<file path="src/rtl/rcal_pkg.sv">
package rcal_pkg;

    localparam int CA_W   = 10;
    localparam int BANK_W = 3;
    localparam int OP_W   = 3;

    localparam logic [OP_W-1:0] OP_ACT = 3'b010;
    localparam logic [OP_W-1:0] OP_WR  = 3'b001;
    localparam logic [OP_W-1:0] OP_RD  = 3'b101;

    typedef enum logic [1:0] {
        ST_IDLE,
        ST_WR,
        ST_RD,
        ST_DRAIN
    } rcal_state_e;

    typedef enum logic [1:0] {
        CMD_NONE,
        CMD_ACT,
        CMD_WR,
        CMD_RD
    } rcal_cmd_e;

    typedef struct packed {
        logic            cs_n;
        logic [CA_W-1:0] rise;
        logic [CA_W-1:0] fall;
    } rcal_ca_t;

    localparam rcal_ca_t CA_IDLE = '{cs_n: 1'b1, rise: '0, fall: '0};

    // Build one command word: bank and opcode on the rising half,
    // row (activate) or column (write/read) on the falling half.
    function automatic rcal_ca_t rcal_encode(
        input rcal_cmd_e         kind,
        input logic [BANK_W-1:0] bank,
        input logic [CA_W-1:0]   row,
        input logic [CA_W-1:0]   col
    );
        rcal_ca_t w;
        w = CA_IDLE;
        case (kind)
            CMD_ACT: begin
                w.cs_n = 1'b0;
                w.rise = {bank, {(CA_W-BANK_W-OP_W){1'b0}}, OP_ACT};
                w.fall = row;
            end
            CMD_WR: begin
                w.cs_n = 1'b0;
                w.rise = {bank, {(CA_W-BANK_W-OP_W){1'b0}}, OP_WR};
                w.fall = col;
            end
            CMD_RD: begin
                w.cs_n = 1'b0;
                w.rise = {bank, {(CA_W-BANK_W-OP_W){1'b0}}, OP_RD};
                w.fall = col;
            end
            default: w = CA_IDLE;
        endcase
        return w;
    endfunction

    function automatic int rcal_max3(input int a, input int b, input int c);
        int m;
        m = (a > b) ? a : b;
        return (m > c) ? m : c;
    endfunction

endpackage

</file>
<file path="src/rtl/rcal_lat_pipe.sv">
// Fixed-latency token delay: a token that enters is visible at the
// output DEPTH clock edges later.
module rcal_lat_pipe #(
    parameter int WIDTH = 1,
    parameter int DEPTH = 2
) (
    input  logic             clk,
    input  logic             rst,
    input  logic [WIDTH-1:0] din,
    output logic [WIDTH-1:0] dout
);
    logic [WIDTH-1:0] stg [DEPTH];

    always_ff @(posedge clk) begin
        if (rst) stg[0] <= '0;
        else     stg[0] <= din;
    end

    for (genvar i = 1; i < DEPTH; i++) begin : g_stage
        always_ff @(posedge clk) begin
            if (rst) stg[i] <= '0;
            else     stg[i] <= stg[i-1];
        end
    end

    assign dout = stg[DEPTH-1];
endmodule

</file>
<file path="src/rtl/rcal_hold_window.sv">
// Retriggerable hold: a trigger makes active high for LEN cycles,
// starting in the cycle after the trigger edge.
module rcal_hold_window #(
    parameter int LEN = 4
) (
    input  logic clk,
    input  logic rst,
    input  logic trig,
    output logic active
);
    localparam int CW = (LEN > 1) ? $clog2(LEN) : 1;

    logic [CW-1:0] cnt;

    always_ff @(posedge clk) begin
        if (rst) begin
            cnt    <= '0;
            active <= 1'b0;
        end else if (trig) begin
            cnt    <= CW'(LEN - 1);
            active <= 1'b1;
        end else if (active && cnt != '0) begin
            cnt    <= cnt - 1'b1;
        end else begin
            active <= 1'b0;
        end
    end
endmodule

</file>
<file path="src/rtl/rcal_seq_fsm.sv">
// Command sequencer: activate, NUM_WR spaced writes, then N_RD
// back-to-back reads, then wait for the read data to drain.
module rcal_seq_fsm
    import rcal_pkg::*;
#(
    parameter int T_RCD  = 3,
    parameter int BEATS  = 4,
    parameter int NUM_WR = 2,
    parameter int N_RD   = 512,
    parameter int TURN   = 8,
    parameter int IW     = 1
) (
    input  logic          clk,
    input  logic          rst,
    input  logic          start,
    input  logic          rd_busy,
    output rcal_cmd_e     issue,
    output logic [IW-1:0] col_idx,
    output logic          first_rd,
    output logic          done
);
    localparam int GAP_MAX = rcal_max3(T_RCD, TURN, BEATS);
    localparam int CW      = $clog2(GAP_MAX + 1);
    localparam int RW      = $clog2(N_RD + 1);

    rcal_state_e   st, st_n;
    logic [CW-1:0] gap, gap_n;
    logic [IW-1:0] wi, wi_n;
    logic [IW-1:0] rc, rc_n;
    logic [RW-1:0] ri, ri_n;
    logic          prev_busy;

    assign done = (st == ST_DRAIN) && prev_busy && !rd_busy;

    always_comb begin
        st_n     = st;
        gap_n    = gap;
        wi_n     = wi;
        rc_n     = rc;
        ri_n     = ri;
        issue    = CMD_NONE;
        col_idx  = '0;
        first_rd = 1'b0;
        case (st)
            ST_IDLE: begin
                if (start) begin
                    issue = CMD_ACT;
                    gap_n = CW'(T_RCD - 1);
                    wi_n  = '0;
                    st_n  = ST_WR;
                end
            end
            ST_WR: begin
                col_idx = wi;
                if (gap == '0) begin
                    issue = CMD_WR;
                    if (wi == IW'(NUM_WR - 1)) begin
                        gap_n = CW'(TURN - 1);
                        ri_n  = '0;
                        rc_n  = '0;
                        st_n  = ST_RD;
                    end else begin
                        wi_n  = wi + 1'b1;
                        gap_n = CW'(BEATS - 1);
                    end
                end else begin
                    gap_n = gap - 1'b1;
                end
            end
            ST_RD: begin
                col_idx  = rc;
                first_rd = (ri == '0);
                if (gap == '0) begin
                    issue = CMD_RD;
                    rc_n  = (rc == IW'(NUM_WR - 1)) ? '0 : rc + 1'b1;
                    if (ri == RW'(N_RD - 1)) begin
                        st_n = ST_DRAIN;
                    end else begin
                        ri_n  = ri + 1'b1;
                        gap_n = CW'(BEATS - 1);
                    end
                end else begin
                    gap_n = gap - 1'b1;
                end
            end
            ST_DRAIN: begin
                if (done) st_n = ST_IDLE;
            end
            default: st_n = ST_IDLE;
        endcase
    end

    always_ff @(posedge clk) begin
        if (rst) begin
            st        <= ST_IDLE;
            gap       <= '0;
            wi        <= '0;
            rc        <= '0;
            ri        <= '0;
            prev_busy <= 1'b0;
        end else begin
            st        <= st_n;
            gap       <= gap_n;
            wi        <= wi_n;
            rc        <= rc_n;
            ri        <= ri_n;
            prev_busy <= rd_busy;
        end
    end
endmodule

</file>
<file path="src/rtl/rcal_traffic_gen.sv">
module rcal_traffic_gen
    import rcal_pkg::*;
#(
    parameter int              T_RCD    = 3,
    parameter int              WL       = 2,
    parameter int              RL       = 5,
    parameter int              BL       = 8,
    parameter int              T_WTR    = 2,
    parameter int              NUM_WR   = 2,
    parameter int              CAL_WIN  = 2048,
    parameter int              DW       = 32,
    parameter logic [2:0]      BANK     = 3'd0,
    parameter logic [9:0]      ROW      = 10'h000,
    parameter logic [7:0]      PAT_RISE = 8'hA5,
    parameter logic [7:0]      PAT_FALL = 8'h5A
) (
    input  logic          clk,
    input  logic          rst,
    input  logic          start,
    output logic          cs_n,
    output logic [9:0]    ca_rise,
    output logic [9:0]    ca_fall,
    output logic [DW-1:0] wr_data_rise,
    output logic [DW-1:0] wr_data_fall,
    output logic          wr_en,
    output logic          wr_strobe,
    output logic          rd_cal_en,
    output logic          rd_en,
    output logic          done
);
    localparam int BEATS = BL / 2;
    localparam int N_RD  = (CAL_WIN + BEATS - 1) / BEATS;
    localparam int TURN  = WL + BEATS + T_WTR;
    localparam int LANES = DW / 8;
    localparam int IW    = (NUM_WR > 1) ? $clog2(NUM_WR) : 1;
    localparam int BL_SH = $clog2(BL);

    rcal_cmd_e       issue;
    logic [IW-1:0]   col_idx;
    logic            first_rd;
    logic            rd_busy;
    logic            wr_tok;
    logic [1:0]      rd_tok;
    logic            wr_act;
    logic            cal_act;
    logic [CA_W-1:0] col_addr;
    rcal_ca_t        ca_q;

    rcal_seq_fsm #(
        .T_RCD (T_RCD),
        .BEATS (BEATS),
        .NUM_WR(NUM_WR),
        .N_RD  (N_RD),
        .TURN  (TURN),
        .IW    (IW)
    ) u_seq (
        .clk     (clk),
        .rst     (rst),
        .start   (start),
        .rd_busy (rd_busy),
        .issue   (issue),
        .col_idx (col_idx),
        .first_rd(first_rd),
        .done    (done)
    );

    // Command register: one command word per issue cycle.
    assign col_addr = CA_W'(col_idx) << BL_SH;

    always_ff @(posedge clk) begin
        if (rst) ca_q <= CA_IDLE;
        else     ca_q <= rcal_encode(issue, BANK, ROW, col_addr);
    end

    assign cs_n    = ca_q.cs_n;
    assign ca_rise = ca_q.rise;
    assign ca_fall = ca_q.fall;

    // Write path: write latency, then one burst of BEATS cycles.
    rcal_lat_pipe #(.WIDTH(1), .DEPTH(WL)) u_wr_pipe (
        .clk (clk),
        .rst (rst),
        .din (issue == CMD_WR),
        .dout(wr_tok)
    );

    rcal_hold_window #(.LEN(BEATS)) u_wr_win (
        .clk   (clk),
        .rst   (rst),
        .trig  (wr_tok),
        .active(wr_act)
    );

    // Read path: read latency; bit 1 marks the first read of the run.
    rcal_lat_pipe #(.WIDTH(2), .DEPTH(RL)) u_rd_pipe (
        .clk (clk),
        .rst (rst),
        .din ({(issue == CMD_RD) && first_rd, issue == CMD_RD}),
        .dout(rd_tok)
    );

    rcal_hold_window #(.LEN(BEATS)) u_rd_win (
        .clk   (clk),
        .rst   (rst),
        .trig  (rd_tok[0]),
        .active(rd_busy)
    );

    rcal_hold_window #(.LEN(CAL_WIN)) u_cal_win (
        .clk   (clk),
        .rst   (rst),
        .trig  (rd_tok[1]),
        .active(cal_act)
    );

    assign rd_en     = cal_act;
    assign rd_cal_en = cal_act;
    assign wr_en     = wr_act;
    assign wr_strobe = wr_act;

    for (genvar g = 0; g < LANES; g++) begin : g_lane
        assign wr_data_rise[8*g +: 8] = wr_act ? PAT_RISE : 8'h00;
        assign wr_data_fall[8*g +: 8] = wr_act ? PAT_FALL : 8'h00;
    end
endmodule

</file>
<file path="config.mk">
export PLATFORM = sky130hd
export DESIGN_NAME = rcal_traffic_gen
export DESIGN_NICKNAME = d
export VERILOG_FILES = /design/src/rtl/rcal_pkg.sv /design/src/rtl/rcal_lat_pipe.sv /design/src/rtl/rcal_hold_window.sv /design/src/rtl/rcal_seq_fsm.sv /design/src/rtl/rcal_traffic_gen.sv
export SDC_FILE = /design/constraint.sdc
export NUM_CORES = 1
export LEC_CHECK = 0
export BUFFER_PORTS_ARGS = -buffer_cell sky130_fd_sc_hd__buf_2
export CORE_MARGIN = 1
export CORE_UTILIZATION = 47
export DETAILED_ROUTE_END_ITERATION = 16
export PLACE_DENSITY = 0.73
export REMOVE_ABC_BUFFERS = 1
export SYNTH_ARGS = -nofsm -noshare
export SYNTH_HDL_FRONTEND = slang
export SYNTH_SLANG_ARGS = --single-unit
</file>
<file path="constraint.sdc">
create_clock -name clk -period 2.24 [get_ports clk]
set_input_delay 0.224 -clock clk [delete_from_list [all_inputs] [get_ports clk]]
set_output_delay 0.224 -clock clk [all_outputs]
set_load 0.01 [all_outputs]
</file>
==> impl_metrics.json, run 1 <==
{
  "ys.warnings.count": 0,
  "cap_viol_max_count": 0,
  "yosys.cell_types.count": 49,
  "clock_pin_slew_of_the_registers_on_the_worst_case_setup_and_hold_paths_ps": 100,
  "area_contributors_post_synth": "dfxtp_1 (35%), buf_4 (21%), a21oi_1 (4.9%), ha_1 (4.9%), nand2_1 (2.8%)",
  "rsz0062_at_grt": "false",
  "ioPinCount": 93,
  "max_slew.worst_pin.slew_ps": 712,
  "floorplan.die_area_um2": 6790,
  "port_buf_inserts": 44,
  "grt_util_all_layers": 0.154,
  "largest_family_of_logic_cells_by_synthesized_area": "buffers and inverters",
  "synth_top_cell_by_area": "dfxtp_1",
  "timing.critical_path.to_type": "flop",
  "hp-class": "primary input to flop",
  "crit_path_max_fanout": 3,
  "finalInstanceArea_um2": 3080,
  "regToRegEndpoint": "u_seq.st[0]$_SDFFE_PP0P_",
  "irDropWorstVdd_v": 0.000805,
  "avgViaCountPerCell": 5.03,
  "synth_area_per_inst_um2": 8.37,
  "clock_tree.htree_level_count": 2,
  "cts.sink_count": 53,
  "timing.reg2reg.worst_path_depth": 6,
  "globalplace.congestion": 0.873,
  "grt_overflow": 0,
  "worstPathArrival_ps": 2390,
  "fraction_of_synthesized_cell_area_in_xor_and_xnor_cells": 0.0231,
  "critical_path_source_type": "flop",
  "first_global_vias": 1864,
  "synthSimpleGateAreaFrac": 0.183,
  "dpl.hpwl_um": 3580,
  "ys_dominant_reg_cell": "dfxtp_1",
  "final.setup_skew_ps": 4.17,
  "drt_iter0_drc": 87,
  "detail_route.wirelength_um": 5000,
  "timing.max_slew.rel_slack": 0.525,
  "core_area_um2": 6060,
  "synth.ff_latch_count": 53,
  "clock-root-buffer": "clkbuf_8",
  "largest_net_degree_at_the_start_of_global_routing": 36,
  "crit_path_start": "u_seq.gap[0]$_SDFFE_PP0P_",
  "core.rowCount": 28,
  "firstDrtPassIters": 4,
  "tritoncts.num_buffers": 5,
  "grt_first_pass_wirelength_um": 8070,
  "yosys.area_share.adder": 0.0494,
  "rrSetupSlack_ps": 60,
  "cts_hold_repair.buffers": 0,
  "placement.cell_area_um2": 2950,
  "total_via_count_in_the_routed_design": 2299,
  "setup_viol": 0,
  "share_of_the_synthesized_area_in_the_top_cell_type": 0.349,
  "drive_above_1_share": 0.202,
  "yosys-top-cells-count": "buf_4 (83), dfxtp_1 (53), a21oi_1 (30)",
  "timing.setup.critical_path_class": "flop to flop",
  "fin_crit_ps": 2180,
  "post-synth-top-count-cell": "buf_4",
  "pwr_density_cell_nw_per_um2": 915,
  "worst_r2r_startpoint": "u_seq.gap[0]$_SDFFE_PP0P_",
  "synth_enable_flop_cells": 0,
  "worstHoldStart": "start",
  "ys_seq_area_frac": 0.349,
  "mappedNetlistArea_um2": 3040,
  "tritoncts": "done",
  "run_status": "complete, no violations",
  "synth_compound_gate_area_share": 0.141,
  "antenna_found_initial": 0,
  "clk_path_buf_depth": 2,
  "detail_route.wl_per_cell_um": 10.9,
  "setup.worst_path.end": "u_seq.st[0]$_SDFFE_PP0P_",
  "antenna-diode-count": 0,
  "floorplan.initialDensity": 0.501,
  "final_min_period_over_clock_period": 0.972,
  "post_synth_inst_count": 363,
  "final_antenna_net_count": 0,
  "layout.nets": 396,
  "synth_async_sr_flop_share": 0,
  "finalCoreUtilization": 0.508,
  "timing.critical_path.required_ps": 2450,
  "final-max-slew-violation-count": 0,
  "hold_viol": 0,
  "achievable-frequency_mhz": 459,
  "power_leakage_uw": 0.00135,
  "synthMuxAreaShare": 0.0103,
  "drc": 0,
  "worst_skew_pair.late_latency_ps": 310,
  "finalSetupTns_ps": 0,
  "area_growth_syn_to_layout_pct": 1.40,
  "fp.dieH_um": 82.4,
  "chipWidth_um": 82.4
}
[power breakdown]
| group | switching, uW | internal (uW) |
|---|---|---|
| clock network | 338 | 228 |
| logic | 675 | 461 |
| registers | 75.3 | 1040 |
| total | 1090 | 1730 |
[flip-flops by register name, indices dropped and copies added (netlist names), 2 cells and up]
register,count
u_seq.ri,10
u_wr_win.cnt,2
u_seq.st,2
u_cal_win.cnt,11
u_wr_pipe.stg,2
ca_rise,3
u_seq.gap,4
u_rd_win.cnt,2
u_rd_pipe.stg,9
[layer usage]
layer	GRT usage	wire, um	vias to the layer above
met4	0.0526	65	0
met5	0	0	-
li1	-	-	1151
met3	0.0374	298	7
met2	0.265	2380	84
met1	0.185	2260	1057
[metrics by stage]
stage | worst slack, ps | hold WS (ps) | power, uW | cells
3_5_place_dp | 5.19 | 424 | 2200 | 447
4_1_cts | 2.36 | 153 | 2810 | 457
2_1_floorplan | -1090 | 293 | 1850 | 318
6_report | 63.3 | 160 | 2820 | 457
3_3_place_gp | 82.9 | 418 | 2180 | 447
5_1_grt | 12.9 | 156 | 3020 | 457
[area by class of cell]
class	count	area, um^2
clock inverters	3	25.0
well taps	75	93.8
repair buffers	56	310
multi-input cells	244	1440
flip-flops and latches	53	1060
inverters	21	78.8
fillers	572	2980
clock buffers	5	68.8
[worst max-delay path, cell delays in order (launching register included)]
cell     delay, ps
dfxtp_2        340
inv_2           80
ha_4           130
or3b_4         370
or4_4          510
a221o_1        350
o311a_1        300
[worst min path at each step]
stage,slack (ps),cells after the start,to
finish,160,3,ca_rise[1]$_SDFF_PP0_
global route,160,3,ca_rise[1]$_SDFF_PP0_
CTS,150,3,ca_rise[1]$_SDFF_PP0_
detailed placement,420,1,u_rd_pipe.stg[2][1]$_SDFF_PP0_
global placement,420,1,u_wr_pipe.stg[1]$_SDFF_PP0_
floorplan,290,1,u_cal_win.active$_SDFFE_PP0P_
[kinds of logic (layout without fill, tap and decap cells)]
family,Yosys count,in the layout
buffers and inverters,113,85
AND/OR/NAND/NOR,104,104
flip-flops,53,53
multiplexers,3,3
adder cells (fa/ha/maj),12,12
other,1,48
XOR/XNOR,8,8
AO/OA/AOI/OAI,69,69
[layout by cell type (no fill, tap or decap), types with 5 or more instances in the layout]
cell type	instances
nor4_1	5
clkbuf_8	5
ha_1	11
inv_1	17
nor3_1	10
nor2b_1	12
buf_4	12
nor2_1	16
nand3_1	10
nand2_1	23
a32o_1	6
dfxtp_1	51
buf_2	44
o21ai_0	16
a21oi_1	30
conb_1	48
xnor2_1	5
[what timing repair did]
action / in CTS / in global routing
gates resized for setup: 5 / 5
pin swaps: 2 / 2
endpoints found under the setup margin: 1 / 9
setup buffers: 2 / 0
(Power assumes the default switching activity.)
==> run 2: changes to the inputs <==
--- a/config.mk
+++ b/config.mk
@@ -5,10 +5,12 @@
 export SDC_FILE = /design/constraint.sdc
 export NUM_CORES = 1
 export LEC_CHECK = 0
+export ABC_AREA = 1
 export BUFFER_PORTS_ARGS = -buffer_cell sky130_fd_sc_hd__buf_2
 export CORE_MARGIN = 1
-export CORE_UTILIZATION = 47
+export CORE_UTILIZATION = 48
 export DETAILED_ROUTE_END_ITERATION = 16
+export GPL_TIMING_DRIVEN = 0
 export PLACE_DENSITY = 0.73
 export REMOVE_ABC_BUFFERS = 1
 export SYNTH_ARGS = -nofsm -noshare
==> impl_metrics.json, run 2 <==
{
  "layout.nets": 505,
  "clock_pin_slew_of_the_registers_on_the_worst_case_setup_and_hold_paths_ps": 110,
  "rsz0062_at_grt": "false",
  "grt_util_all_layers": 0.166,
  "detail_route.wl_per_cell_um": 10.0,
  "cts_hold_repair.buffers": 0,
  "cap_viol_max_count": 0,
  "max_flop_register": "u_cal_win.cnt",
  "critical_path_source_type": "flop",
  "detail_route.wirelength_um": 5870,
  "pwr_density_cell_nw_per_um2": 805,
  "mostFrequentLayoutCells": "nand2_1 (80), inv_1 (67), nor2_1 (62)",
  "tritoncts": "done",
  "first_global_vias": 2373,
  "clk_path_buf_depth": 2,
  "grt_first_pass_wirelength_um": 10000,
  "worst_r2r_startpoint": "u_seq.st[0]$_SDFFE_PP0P_",
  "synth_async_sr_flop_share": 0,
  "worstPathArrival_ps": 2190,
  "dpl_worst_slack_ps": 157,
  "timing.critical_path.to_type": "flop",
  "area_contributors_post_synth": "dfxtp_1 (32%), buf_4 (19%), nand2_1 (8.9%), inv_1 (7.5%), nor2_1 (6.9%)",
  "drive_above_1_share": 0.128,
  "floorplan.initialDensity": 0.496,
  "clock-root-buffer": "clkbuf_8",
  "number_of_flip_flops_under_the_largest_register_name": 11,
  "rrSetupSlack_ps": 260,
  "drc": 0,
  "area_growth_syn_to_layout_pct": -2.01,
  "max_slew.worst_pin.slew_ps": 724,
  "synth.ff_latch_count": 53,
  "timing.critical_path.required_ps": 2450,
  "synth_enable_flop_cells": 0,
  "antenna-diode-count": 0,
  "p_sw_frac": 0.406,
  "port_buf_inserts": 44,
  "crit_path_max_fanout": 10,
  "ys_dominant_reg_cell": "dfxtp_1",
  "mappedNetlistArea_um2": 3370,
  "timing.max_slew.rel_slack": 0.517,
  "core_area_um2": 6790,
  "finalPower_uw": 2660,
  "yosys.cell_types.count": 32,
  "core.rowCount": 30,
  "globalplace.congestion": 0.841,
  "fillers": 676,
  "post_cts.resized_instances": 0,
  "setup_viol": 0,
  "final_min_period_over_clock_period": 0.885,
  "irDropWorstVdd_v": 0.000531,
  "power.internal_uw": 1580,
  "mostFrequentLayoutCell": "nand2_1",
  "hold_viol": 0,
  "fp.dieH_um": 85.8,
  "finalInstanceArea_um2": 3300,
  "setup_slack_ps": 257,
  "synth_area_per_inst_um2": 6.93,
  "tritoncts.num_buffers": 5,
  "fin_cells": 587,
  "floorplan.die_area_um2": 7350,
  "hp-class": "primary input to flop",
  "synth_top_cell_by_area": "dfxtp_1",
  "regToRegEndpoint": "u_seq.gap[2]$_SDFFE_PP0P_",
  "timing.hold.ws_ps": 357,
  "avgViaCountPerCell": 4.61,
  "post_synth_inst_count": 486,
  "cts.sink_count": 53,
  "combPwrFrac": 0.360,
  "ioPinCount": 93,
  "crit_path_start": "u_seq.st[0]$_SDFFE_PP0P_",
  "worst_skew_pair.late_latency_ps": 310,
  "pwr-share-seq": 0.424,
  "post_cts_setup_buffer_count": 0,
  "firstDrtPassIters": 4,
  "final.setup_skew_ps": 9.78,
  "run_status": "complete, no violations",
  "setup.worst_path.end": "u_seq.gap[2]$_SDFFE_PP0P_",
  "achievable-frequency_mhz": 504,
  "largest_net_degree_at_the_start_of_global_routing": 36,
  "antenna_found_initial": 0,
  "power_leakage_uw": 0.00160,
  "place_inst": 579,
  "grt_overflow": 0,
  "post-synth-top-count-cell": "buf_4",
  "drt_iter0_drc": 138,
  "final_antenna_net_count": 0,
  "final-max-slew-violation-count": 0,
  "ys_seq_area_frac": 0.315,
  "total_via_count_in_the_routed_design": 2704,
  "yosys-top-cells-count": "buf_4 (84), nand2_1 (80), inv_1 (67)",
  "share_of_the_synthesized_area_in_the_top_cell_type": 0.315,
  "dpl.hpwl_um": 4170,
  "timing.reg2reg.worst_path_depth": 9,
  "power.clock.fraction": 0.216,
  "placement.cell_area_um2": 3200,
  "clock_tree.htree_level_count": 2,
  "fin_crit_ps": 1980,
  "layout_top_registers": "u_cal_win.cnt x11, u_seq.ri x10, u_rd_pipe.stg x9",
  "power.net_switching_uw": 1080,
  "ys.warnings.count": 0,
  "chipWidth_um": 85.8,
  "timing.setup.critical_path_class": "flop to flop"
}
-- run 2: cell types whose count changed in the layout (fill, tap and decap cells not counted), sizes merged, moves of 8 or more --
cell   delta
nor2     +49
inv      +49
buf      -12
nand2    +58
o21ai     +8
nor2b    -12
nand3    +25
-- run 2: worst min path at each step --
stage / depth (start not counted) / to / from
detailed placement: 2 / u_rd_pipe.stg[2][0]$_SDFF_PP0_ / u_rd_pipe.stg[1][0]$_SDFF_PP0_
global route: 4 / u_seq.wi$_SDFFE_PP0P_ / start
CTS: 4 / u_seq.wi$_SDFFE_PP0P_ / start
floorplan: 1 / u_cal_win.active$_SDFFE_PP0P_ / rst
global placement: 2 / u_rd_pipe.stg[2][0]$_SDFF_PP0_ / u_rd_pipe.stg[1][0]$_SDFF_PP0_
finish: 4 / u_seq.wi$_SDFFE_PP0P_ / start
-- run 2: stage by stage --
step / utilization / setup TNS [ps]
global route: 0.486 / 0
floorplan: - / -18000
CTS: 0.485 / 0
finish: 0.486 / 0
detailed placement: 0.471 / 0
global placement: 0.471 / 0
-- run 2: area by class of cell --
cell class	instances	area, um^2	share of cell area
tap	96	120	0.0364
clock buffer	5	68.8	0.0209
timing repair buffer	44	220	0.0667
inverter	68	255	0.0774
multi-input combinational	318	1550	0.469
sequential	53	1060	0.322
clock inverter	3	25.0	0.00758
-- run 2: kinds of logic after synthesis --
kind of cell	count (synthesis)	synth area share
adder cells (fa/ha/maj)	12	0.0446
AO/OA/AOI/OAI	58	0.0910
buffers and inverters	162	0.279
AND/OR/NAND/NOR	195	0.256
flip-flops	53	0.315
XOR/XNOR	5	0.0130
other	1	0.00111
-- run 2: power by group through the flow --
stage	Sequential (uW)	Clock [uW]	Combinational (uW)
2_1_floorplan	1170	0	680
4_1_cts	1130	589	948
3_5_place_dp	1150	0	939
3_3_place_gp	1140	0	913
5_1_grt	1140	621	1090
6_report	1130	574	956
-- run 2: critical path, cell delays in order (launching register included) --
cell and delay (ps):
dfxtp_1 360, inv_1 80, ha_1 430, inv_1 250
nor2_1 240, nand4_2 180, nand2_1 170, nand2_1 70
nand2_1 60, nor2_1 60
-- run 2: routing by layer --
| metal | vias up | GRT usage | share of wire |
|---|---|---|---|
| met1 | 1215 | 0.196 | 0.46 |
| met3 | 8 | 0.0279 | 0.039 |
| met2 | 90 | 0.300 | 0.49 |
| met4 | 0 | 0.0667 | 0.014 |
| li1 | 1391 | - | - |
| met5 | - | 0 | 0 |
==> run 3: changes to the inputs <==
--- a/config.mk
+++ b/config.mk
@@ -13,6 +13,7 @@
 export GPL_TIMING_DRIVEN = 0
 export PLACE_DENSITY = 0.73
 export REMOVE_ABC_BUFFERS = 1
+export SETUP_SLACK_MARGIN = 0.5
 export SYNTH_ARGS = -nofsm -noshare
 export SYNTH_HDL_FRONTEND = slang
 export SYNTH_SLANG_ARGS = --single-unit
==> impl_metrics.json, run 3 (synthesis results as in run 2) <==
{
  "run_status": "complete, no violations",
  "mostFrequentLayoutCell": "nand2_1",
  "cap_viol_max_count": 0,
  "critical_path_source_type": "flop",
  "total_via_count_in_the_routed_design": 2716,
  "floorplan.die_area_um2": 7350,
  "drc": 0,
  "firstDrtPassIters": 4,
  "rsz0062_at_grt": "false",
  "place_inst": 579,
  "drive_above_1_share": 0.165,
  "floorplan.initialDensity": 0.496,
  "first_global_vias": 2390,
  "hp-class": "primary input to flop",
  "largest_net_degree_at_the_start_of_global_routing": 36,
  "fillers": 658,
  "grt_util_all_layers": 0.168,
  "finalPower_uw": 2810,
  "power_leakage_uw": 0.00163,
  "worstPathArrival_ps": 1840,
  "timing.critical_path.required_ps": 2450,
  "max_slew.worst_pin.slew_ps": 686,
  "crit_path_max_fanout": 7,
  "dpl.hpwl_um": 4170,
  "fin_crit_ps": 1630,
  "clock_tree.htree_level_count": 2,
  "timing.critical_path.to_type": "flop",
  "maxUsedRoutingLayer": "met4",
  "cts.sink_count": 53,
  "number_of_flip_flops_under_the_largest_register_name": 11,
  "pwr_density_cell_nw_per_um2": 821,
  "ioPinCount": 93,
  "globalplace.congestion": 0.841,
  "met2WireLength_um": 2980,
  "detail_route.wirelength_um": 6040,
  "hold_viol": 0,
  "clock_pin_slew_of_the_registers_on_the_worst_case_setup_and_hold_paths_ps": 100,
  "final_min_period_over_clock_period": 0.726,
  "tritoncts": "done",
  "final-max-slew-violation-count": 0,
  "timing.max_slew.rel_slack": 0.542,
  "clock-root-buffer": "clkbuf_8",
  "irDropWorstVdd_v": 0.000589,
  "grt_overflow": 0,
  "port_buf_inserts": 44,
  "grt_first_pass_wirelength_um": 10100,
  "achievable-frequency_mhz": 615,
  "detail_route.wl_per_cell_um": 10.2,
  "clk_path_buf_depth": 2,
  "chipWidth_um": 85.8,
  "fp.dieH_um": 85.8,
  "tritoncts.num_buffers": 5,
  "setup_viol": 0,
  "core.rowCount": 30,
  "final_antenna_net_count": 0,
  "timing.setup.critical_path_class": "flop to flop",
  "antenna_found_initial": 0,
  "layout.nets": 511,
  "worst_skew_pair.late_latency_ps": 310,
  "fin_cells": 593,
  "cts_hold_repair.buffers": 0,
  "met3WireLength_um": 280,
  "antenna-diode-count": 0,
  "drt-met1-wl_um": 2680,
  "avgViaCountPerCell": 4.58,
  "area_growth_syn_to_layout_pct": 1.52,
  "max_flop_register": "u_cal_win.cnt",
  "final.setup_skew_ps": 8.72,
  "drt_iter0_drc": 145,
  "layout_top_registers": "u_cal_win.cnt x11, u_seq.ri x10, u_rd_pipe.stg x9",
  "core_area_um2": 6790,
  "mostFrequentLayoutCells": "nand2_1 (79), inv_1 (63), nor2_1 (61)"
}
## run 3: changes by cell type in the layout (fill, tap and decap cells not counted), moves of 2 or more
| cell | before | now |
|---|---|---|
| dfxtp_4 | 0 | 2 |
| dfxtp_1 | 53 | 49 |
| inv_2 | 1 | 3 |
| buf_4 | 0 | 5 |
| inv_1 | 67 | 63 |
| dfxtp_2 | 0 | 2 |
| ha_4 | 0 | 2 |
| ha_1 | 12 | 10 |
## run 3: critical path, stage by stage (launching register included)
cell        delay (ps)
dfxtp_4            370
inv_1              110
ha_4               220
clkinvlp_4         150
nor2_2             170
nand4_2            160
nand2_1            170
nand2_1             60
nand2_1             50
nor2_1              60
## run 3: what timing repair did
item                       4_1_cts  5_1_grt
buffers inserted                 1        5
setup endpoints to repair       31       64
pin swaps                        1        3
gates resized for setup          7       17
## run 3: area by class of cell
cell class | instances | area, um^2 | area share
multi-input combinational | 318 | 1600 | 0.469
sequential | 53 | 1070 | 0.313
timing repair buffer | 50 | 269 | 0.0787
inverter | 68 | 262 | 0.0765
tap | 96 | 120 | 0.0351
clock buffer | 5 | 68.8 | 0.0201
clock inverter | 3 | 25.0 | 0.00732
## run 3: layer usage
metal,up-vias,GRT usage
li1,1402,-
met1,1205,0.199
met4,0,0.0667
met5,-,0
met3,10,0.0279
met2,99,0.303
## run 3: worst paths after layout
| path | startpoint | end | slack [ps] | depth (start not counted) |
|---|---|---|---|---|
| worst min register to register | u_rd_pipe.stg[2][1]$_SDFF_PP0_ | u_rd_pipe.stg[3][1]$_SDFF_PP0_ | 400 | 2 |
| worst max register to register | u_seq.st[0]$_SDFFE_PP0P_ | u_seq.gap[2]$_SDFFE_PP0P_ | 610 | 9 |
| worst max-delay path | u_seq.st[0]$_SDFFE_PP0P_ | u_seq.gap[2]$_SDFFE_PP0P_ | 610 | 9 |
| worst min-delay path | start | u_seq.wi$_SDFFE_PP0P_ | 360 | 4 |
## run 3: power breakdown
| part | leakage (uW) | internal [uW] | switching (uW) |
|---|---|---|---|
| clock network | 0.0000452 | 229 | 339 |
| registers | 0.000431 | 1050 | 92.1 |
| logic | 0.00116 | 387 | 707 |
## run 3: metrics by stage
step                      cell area (um^2)  utilization  hold slack, ps  TNS (ps)  setup slack, ps
after floorplan                       2860            -             293    -18000             -931
after CTS                             3330        0.490             344         0              507
after global routing                  3420        0.503             372         0              487
after detailed placement              3200        0.471             394         0              157
final                                 3420        0.503             365         0              614
after global placement                3200        0.471             390         0              173
